`src/rtl/hsp_pkg.sv`:
```
package hsp_pkg;
  typedef enum logic {
    ST_IDLE = 1'b0,
    ST_BUSY = 1'b1
  } hsp_state_t;

  typedef struct packed {
    logic opens;
    logic closes;
  } hsp_flags_t;
endpackage

```
`src/rtl/hsp_desc_track.sv`:
```
module hsp_desc_track #(
  parameter int LEN_W = 20,
  parameter int IDX_W = 16,
  parameter int BYTES = 32,
  localparam int CNT_W = LEN_W + 1
) (
  input  logic             clk,
  input  logic             rst,
  input  logic             desc_valid,
  output logic             desc_ready,
  input  logic [LEN_W-1:0] desc_len,
  input  logic [IDX_W-1:0] desc_idx,
  input  logic             desc_sof,
  input  logic             desc_eof,
  input  logic             beat_take,
  output logic             busy,
  output logic [CNT_W-1:0] rem_bytes,
  output logic             last_beat,
  output logic             cur_eof,
  output logic [IDX_W-1:0] cur_idx,
  output logic             err
);
  import hsp_pkg::*;

  localparam logic [CNT_W-1:0] MAX_BYTES  = CNT_W'(1) << LEN_W;
  localparam logic [CNT_W-1:0] BEAT_BYTES = CNT_W'(BYTES);

  hsp_state_t       state_q;
  hsp_flags_t       flags_q;
  logic [CNT_W-1:0] rem_q;
  logic [IDX_W-1:0] idx_q;
  logic             open_q;
  logic             err_q;
  logic             accept;

  assign desc_ready = (state_q == ST_IDLE);
  assign accept     = desc_valid && desc_ready;
  assign busy       = (state_q == ST_BUSY);
  assign last_beat  = (rem_q <= BEAT_BYTES);
  assign rem_bytes  = rem_q;
  assign cur_eof    = flags_q.closes;
  assign cur_idx    = idx_q;
  assign err        = err_q;

  always_ff @(posedge clk) begin
    if (rst) begin
      state_q <= ST_IDLE;
      flags_q <= '0;
      rem_q   <= '0;
      idx_q   <= '0;
      open_q  <= 1'b0;
      err_q   <= 1'b0;
    end else if (accept) begin
      state_q        <= ST_BUSY;
      rem_q          <= (desc_len == '0) ? MAX_BYTES : {1'b0, desc_len};
      idx_q          <= desc_idx;
      flags_q.opens  <= desc_sof;
      flags_q.closes <= desc_eof;
      open_q         <= 1'b1;
      if (!desc_sof && !open_q) err_q <= 1'b1;
    end else if (beat_take) begin
      if (last_beat) begin
        state_q <= ST_IDLE;
        rem_q   <= '0;
        if (flags_q.closes) open_q <= 1'b0;
      end else begin
        rem_q <= rem_q - BEAT_BYTES;
      end
    end
  end
endmodule

```
`src/rtl/hsp_keep_gen.sv`:
```
module hsp_keep_gen #(
  parameter int BYTES = 32,
  parameter int CNT_W = 21
) (
  input  logic [CNT_W-1:0] rem_bytes,
  input  logic             last_beat,
  output logic [BYTES-1:0] keep
);
  for (genvar i = 0; i < BYTES; i++) begin : g_lane
    assign keep[i] = !last_beat || (rem_bytes > CNT_W'(i));
  end
endmodule

```
`src/rtl/hsp_out_stage.sv`:
```
module hsp_out_stage #(
  parameter int DATA_W = 256,
  parameter int BYTES  = 32,
  parameter int IDX_W  = 16
) (
  input  logic              clk,
  input  logic              rst,
  input  logic              load,
  input  logic [DATA_W-1:0] in_data,
  input  logic [BYTES-1:0]  in_keep,
  input  logic              in_last,
  input  logic              in_final,
  input  logic [IDX_W-1:0]  in_idx,
  input  logic              tready,
  output logic              can_load,
  output logic              tvalid,
  output logic [DATA_W-1:0] tdata,
  output logic [BYTES-1:0]  tkeep,
  output logic              tlast,
  output logic [IDX_W-1:0]  cmpl_ptr,
  output logic              cmpl_strobe
);
  logic             valid_q;
  logic             final_q;
  logic [IDX_W-1:0] idx_q;
  logic             done_hs;

  assign can_load = !valid_q || tready;
  assign tvalid   = valid_q;
  assign done_hs  = valid_q && tready && final_q;

  always_ff @(posedge clk) begin
    if (rst) begin
      valid_q     <= 1'b0;
      tdata       <= '0;
      tkeep       <= '0;
      tlast       <= 1'b0;
      final_q     <= 1'b0;
      idx_q       <= '0;
      cmpl_ptr    <= '0;
      cmpl_strobe <= 1'b0;
    end else begin
      cmpl_strobe <= done_hs;
      if (done_hs) cmpl_ptr <= idx_q;
      if (load) begin
        valid_q <= 1'b1;
        tdata   <= in_data;
        tkeep   <= in_keep;
        tlast   <= in_last;
        final_q <= in_final;
        idx_q   <= in_idx;
      end else if (tready) begin
        valid_q <= 1'b0;
      end
    end
  end
endmodule

```
`src/rtl/h2d_stream_packetizer.sv`:
```
module h2d_stream_packetizer #(
  parameter int DATA_W = 256,
  parameter int LEN_W  = 20,
  parameter int IDX_W  = 16,
  localparam int BYTES = DATA_W / 8,
  localparam int CNT_W = LEN_W + 1
) (
  input  logic              clk,
  input  logic              rst,
  input  logic              desc_valid,
  output logic              desc_ready,
  input  logic [LEN_W-1:0]  desc_len,
  input  logic [IDX_W-1:0]  desc_idx,
  input  logic              desc_sof,
  input  logic              desc_eof,
  input  logic              rd_valid,
  output logic              rd_ready,
  input  logic [DATA_W-1:0] rd_data,
  output logic              m_tvalid,
  input  logic              m_tready,
  output logic [DATA_W-1:0] m_tdata,
  output logic [BYTES-1:0]  m_tkeep,
  output logic              m_tlast,
  output logic [IDX_W-1:0]  cmpl_ptr,
  output logic              cmpl_strobe,
  output logic              err_no_sof
);
  logic             busy;
  logic [CNT_W-1:0] rem_bytes;
  logic             last_beat;
  logic             cur_eof;
  logic [IDX_W-1:0] cur_idx;
  logic             can_load;
  logic             beat_take;
  logic [BYTES-1:0] beat_keep;

  assign rd_ready  = busy && can_load;
  assign beat_take = rd_valid && rd_ready;

  hsp_desc_track #(.LEN_W(LEN_W), .IDX_W(IDX_W), .BYTES(BYTES)) u_track (
    .clk(clk), .rst(rst),
    .desc_valid(desc_valid), .desc_ready(desc_ready),
    .desc_len(desc_len), .desc_idx(desc_idx),
    .desc_sof(desc_sof), .desc_eof(desc_eof),
    .beat_take(beat_take), .busy(busy),
    .rem_bytes(rem_bytes), .last_beat(last_beat),
    .cur_eof(cur_eof), .cur_idx(cur_idx), .err(err_no_sof)
  );

  hsp_keep_gen #(.BYTES(BYTES), .CNT_W(CNT_W)) u_keep (
    .rem_bytes(rem_bytes), .last_beat(last_beat), .keep(beat_keep)
  );

  hsp_out_stage #(.DATA_W(DATA_W), .BYTES(BYTES), .IDX_W(IDX_W)) u_out (
    .clk(clk), .rst(rst),
    .load(beat_take), .in_data(rd_data), .in_keep(beat_keep),
    .in_last(last_beat && cur_eof), .in_final(last_beat), .in_idx(cur_idx),
    .tready(m_tready), .can_load(can_load),
    .tvalid(m_tvalid), .tdata(m_tdata), .tkeep(m_tkeep), .tlast(m_tlast),
    .cmpl_ptr(cmpl_ptr), .cmpl_strobe(cmpl_strobe)
  );
endmodule

```
`config.mk`:
```
export PLATFORM = sky130hd
export DESIGN_NAME = h2d_stream_packetizer
export DESIGN_NICKNAME = d
export VERILOG_FILES = /design/src/rtl/hsp_pkg.sv /design/src/rtl/hsp_desc_track.sv /design/src/rtl/hsp_keep_gen.sv /design/src/rtl/hsp_out_stage.sv /design/src/rtl/h2d_stream_packetizer.sv
export SDC_FILE = /design/constraint.sdc
export NUM_CORES = 1
export LEC_CHECK = 0
export BUFFER_PORTS_ARGS = -buffer_cell sky130_fd_sc_hd__buf_2
export CAP_MARGIN = 10
export CORE_AREA = 4 4 236 238
export CTS_CLUSTER_SIZE = 14
export DETAILED_ROUTE_END_ITERATION = 7
export DIE_AREA = 0 0 240 242
export GPL_ROUTABILITY_DRIVEN = 0
export PLACE_DENSITY_LB_ADDON = 0.12
export SYNTH_ARGS = -nofsm -noshare
export SYNTH_HDL_FRONTEND = slang
export SYNTH_HIERARCHICAL = 1
export SYNTH_SLANG_ARGS = --single-unit
export TNS_END_PERCENT = 30
```
`constraint.sdc`:
```
create_clock -name clk -period 5.1 [get_ports clk]
set_input_delay 0.51 -clock clk [delete_from_list [all_inputs] [get_ports clk]]
set_output_delay 0.51 -clock clk [all_outputs]
set_load 0.05 [all_outputs]
```
==> metrics <==
Slew Limit Fails 0; XOR/XNOR share of the synthesized area 0.249%; slowest CP cell nor3_1; Total Power 7.34 mW; Startpoint Class register; adder-cell share of the synthesized area 0.0889%; worst min path class in2reg; status complete, no violations; via count 11662; critical-path maximum fanout 12; antenna-violating nets left 0; critical path endpoint category register; Post-Syn Area per Cell 10.2 µm²; CTS Sinks 365; highest routed layer met5; drt first pass iters 5; CP required 5510 ps; Port Buf Inserts 608; Fin Setup TNS 0 ps; H-tree levels 2; antenna violations before repair 9; vias in the first global route 11551; Synthesized Nets 1683; layout cell share with drive strength beyond 1 35.4%; CTS tree built; Placed Cells incl. Taps 2603; Yosys cell types 60; met1 wire length 19.6 mm; Post-Synthesis Cells 1383; mux contribution to synthesized area around 23%; post-synthesis simple-gate area fraction 15.6%; Compound-Gate Fraction of Synth Area between 4 and 5%; clock tree buffer depth 3; Slowest Stage Delay on Critical Path 930 ps; Synth Warn # 6; first-pass GRT wire length 72.8 mm; DIE WIDTH about 240 µm; Crit path max-delay family simple AND/OR/NAND/NOR gates; site row count 85; CTS root buffer clkbuf_16; fin crit share 71.5%; WS Path Type reg2reg; register bit total from synthesis around 370; core area 0.0536 mm²; routed wire length per instance 18.5 µm; most used cell, CP inv_1; Non-Filler Instances 2684; max_cap viols 0; worst skew pair latency 540 ps; fmax 274 MHz; hold buffers post-CTS 0; Leakage approximately 8.4 nW; post-CTS sizing 0; grt ovf 0; worst path arrival time 4060 ps; Starting Density 26.3%; DR iter-0 viols ~640; DRC errors left 0; RSZ-0062 raised after global routing false; min Tclk post-route 3640 ps; worst slew pin tran 1190 ps; Total Nets Final 2252; met2 wire len approximately 25 mm; Pwr per Cell Area 389 mW/mm²; DP Wirelength 36.7 mm; Post-Route WL a little under 50 mm; number of vias per cell 4.35; total CTS buffers 43; largest family of logic cells by synthesized area multiplexers; Slew HR 20.6%; worst hold margin 197 ps; Synth Flop Type dfxtp_1; Die Height 242 µm; final hold vios 0; met3 WL post-DR 3.89 mm; Layout Skew 8.30 ps; Post-CTS Setup Bufs 0; Area Overhead vs Synth 34.2%; cell chain of the critical path inv_1 > ha_1 > nor3b_2 > and2_4 > o21bai_4 > inv_1 > nor4b_2 > nand2_2 > nor3_1 > o21ai_0 > mux2i_1 > nor2_1; pin count of the biggest net entering global routing between 200 and 250; worst vdd rail ir drop 174 µV; GRT Resource Usage Total 16.1%; Setup Viol. Count Final 0; Mapped Area 0.0141 mm²; die area between 0.05 and 0.06 mm²; Final Core Density between 30% and 40%; ys async rst share 0%; Critical path buffers and inverters 2; register area share after synthesis 51.9%; Clk pin slew, worst setup/hold paths 60 ps; Post-synth EDFFs 0; Ports a little over 600
==> synth_stat cells (3+ instances only) <==
| cell type | instances | area share (%) |
|---|---|---|
| dfxtp_1 | 365 | 52 |
| mux2i_1 | 322 | 23 |
| nor2_1 | 322 | 8.6 |
| nand2_1 | 70 | 1.9 |
| a21oi_1 | 37 | 1.3 |
| nand2b_1 | 36 | 1.6 |
| o21ai_0 | 26 | 0.92 |
| buf_2 | 24 | 0.85 |
| clkbuf_1 | 24 | 0.64 |
| buf_6 | 16 | 1.3 |
| buf_8 | 11 | 1.2 |
| inv_1 | 11 | 0.29 |
| nor3_1 | 11 | 0.39 |
| buf_4 | 10 | 0.53 |
| nand3_1 | 7 | 0.25 |
| nor4_1 | 7 | 0.31 |
| a22o_1 | 6 | 0.37 |
| nand4_1 | 6 | 0.27 |
| buf_1 | 4 | 0.11 |
| nor4_2 | 4 | 0.36 |
| o21bai_1 | 4 | 0.21 |
| a31oi_1 | 3 | 0.13 |
| and2_1 | 3 | 0.13 |
| and3_1 | 3 | 0.13 |
| o211ai_1 | 3 | 0.16 |
| or3_1 | 3 | 0.13 |
==> report_power, final <==
part | leakage, nW | switching (mW) | total, mW | internal (mW)
sequential | 2.97 | 0.0878 | 3.07 | 2.99
clock | 0.711 | 1.21 | 3.14 | 1.93
combinational | 4.68 | 0.762 | 1.12 | 0.361
total | 8.36 | 2.06 | 7.34 | 5.28
==> final timing paths <==
kind | slack, ps | end | cells after the start | startpoint
setup / recovery | 1460 | u_out/tkeep[24] | 12 | u_track/rem_bytes[5]
hold / removal | 200 | u_out/tdata[72] | 3 | rd_data[72]
setup reg to reg | 1460 | u_out/tkeep[24] | 12 | u_track/rem_bytes[5]
hold reg to reg | 450 | u_track/cur_idx[12] | 2 | u_track/cur_idx[12]
==> stage by stage <==
stage	instance area (µm²)	worst slack [ps]
global route	18900	1030
floorplan	14100	2480
global placement	17400	1480
finish	18900	1460
detailed placement	17400	1440
CTS	18900	1430
==> layer usage <==
layer  vias up  global-route usage, %
met1      5386                   18.4
met4         4                   4.94
met2       388                   28.7
met5         -                      0
li1       5808                      -
met3        76                   4.95
==> cell usage in the layout, fill, tap and decap left out, types with 3 or more instances in the layout <==
cell	netlist	layout
clkbuf_1	24	10
nand3_1	7	7
diode_2	0	6
nor4_2	4	4
o21bai_1	4	4
clkinv_2	0	4
nand2b_1	36	36
buf_12	0	3
bufinv_16	0	3
clkbuf_8	2	12
nor2_1	322	322
dfxtp_1	365	365
buf_4	10	4
a21oi_1	37	37
inv_1	11	11
o21ai_0	26	26
or3_1	3	3
nor4_1	7	7
nand2_1	70	70
mux2i_1	322	322
clkbuf_16	0	45
o211ai_1	3	3
and2_1	3	3
a22o_1	6	6
nand4_1	6	6
nor3_1	11	11
buf_2	24	607
a31oi_1	3	3
==> cell type report <==
cell class | instances | area (µm²)
tap | 696 | 871
sequential | 365 | 7310
inverter | 11 | 41.3
timing repair buffer | 615 | 3140
clock inverter | 8 | 118
fill | 5668 | 34700
multi-input combinational | 916 | 6050
clock buffer | 67 | 1330
antenna | 6 | 15.0
==> kinds of logic (layout without fill, tap and decap cells) <==
kind of cell,count (synthesis),in the layout
other,0,6
xor gates and xnor gates,4,4
buffers and inverters,102,701
DFF,365,365
adders and majority gates,1,1
muxes,322,322
AOI/OAI and AO/OA,94,94
and+or+nand+nor,495,495
==> state kept, by name, indices dropped and copies added (netlist names) <==
name and flops:
u_out/cmpl_ptr 16, u_track/busy 1, u_out/cmpl_strobe 1, u_out/tvalid 1, u_out/final_q 1, u_out/tkeep 32, u_out/tlast 1, u_track/rem_bytes 21
u_track/cur_eof 1, u_track/open_q 1, u_track/err 1, u_track/cur_idx 16, u_out/idx_q 16, u_out/tdata 256
==> worst reg2reg max path, stage by stage, from the launching register on <==
cell      delay, ps
dfxtp_1         360
inv_1           100
ha_1            190
nor3b_2         380
and2_4          270
o21bai_4        140
inv_1           190
nor4b_2         250
nand2_2         170
nor3_1          930
o21ai_0         280
mux2i_1         210
nor2_1           50
Power figures use the tool's default switching activity.
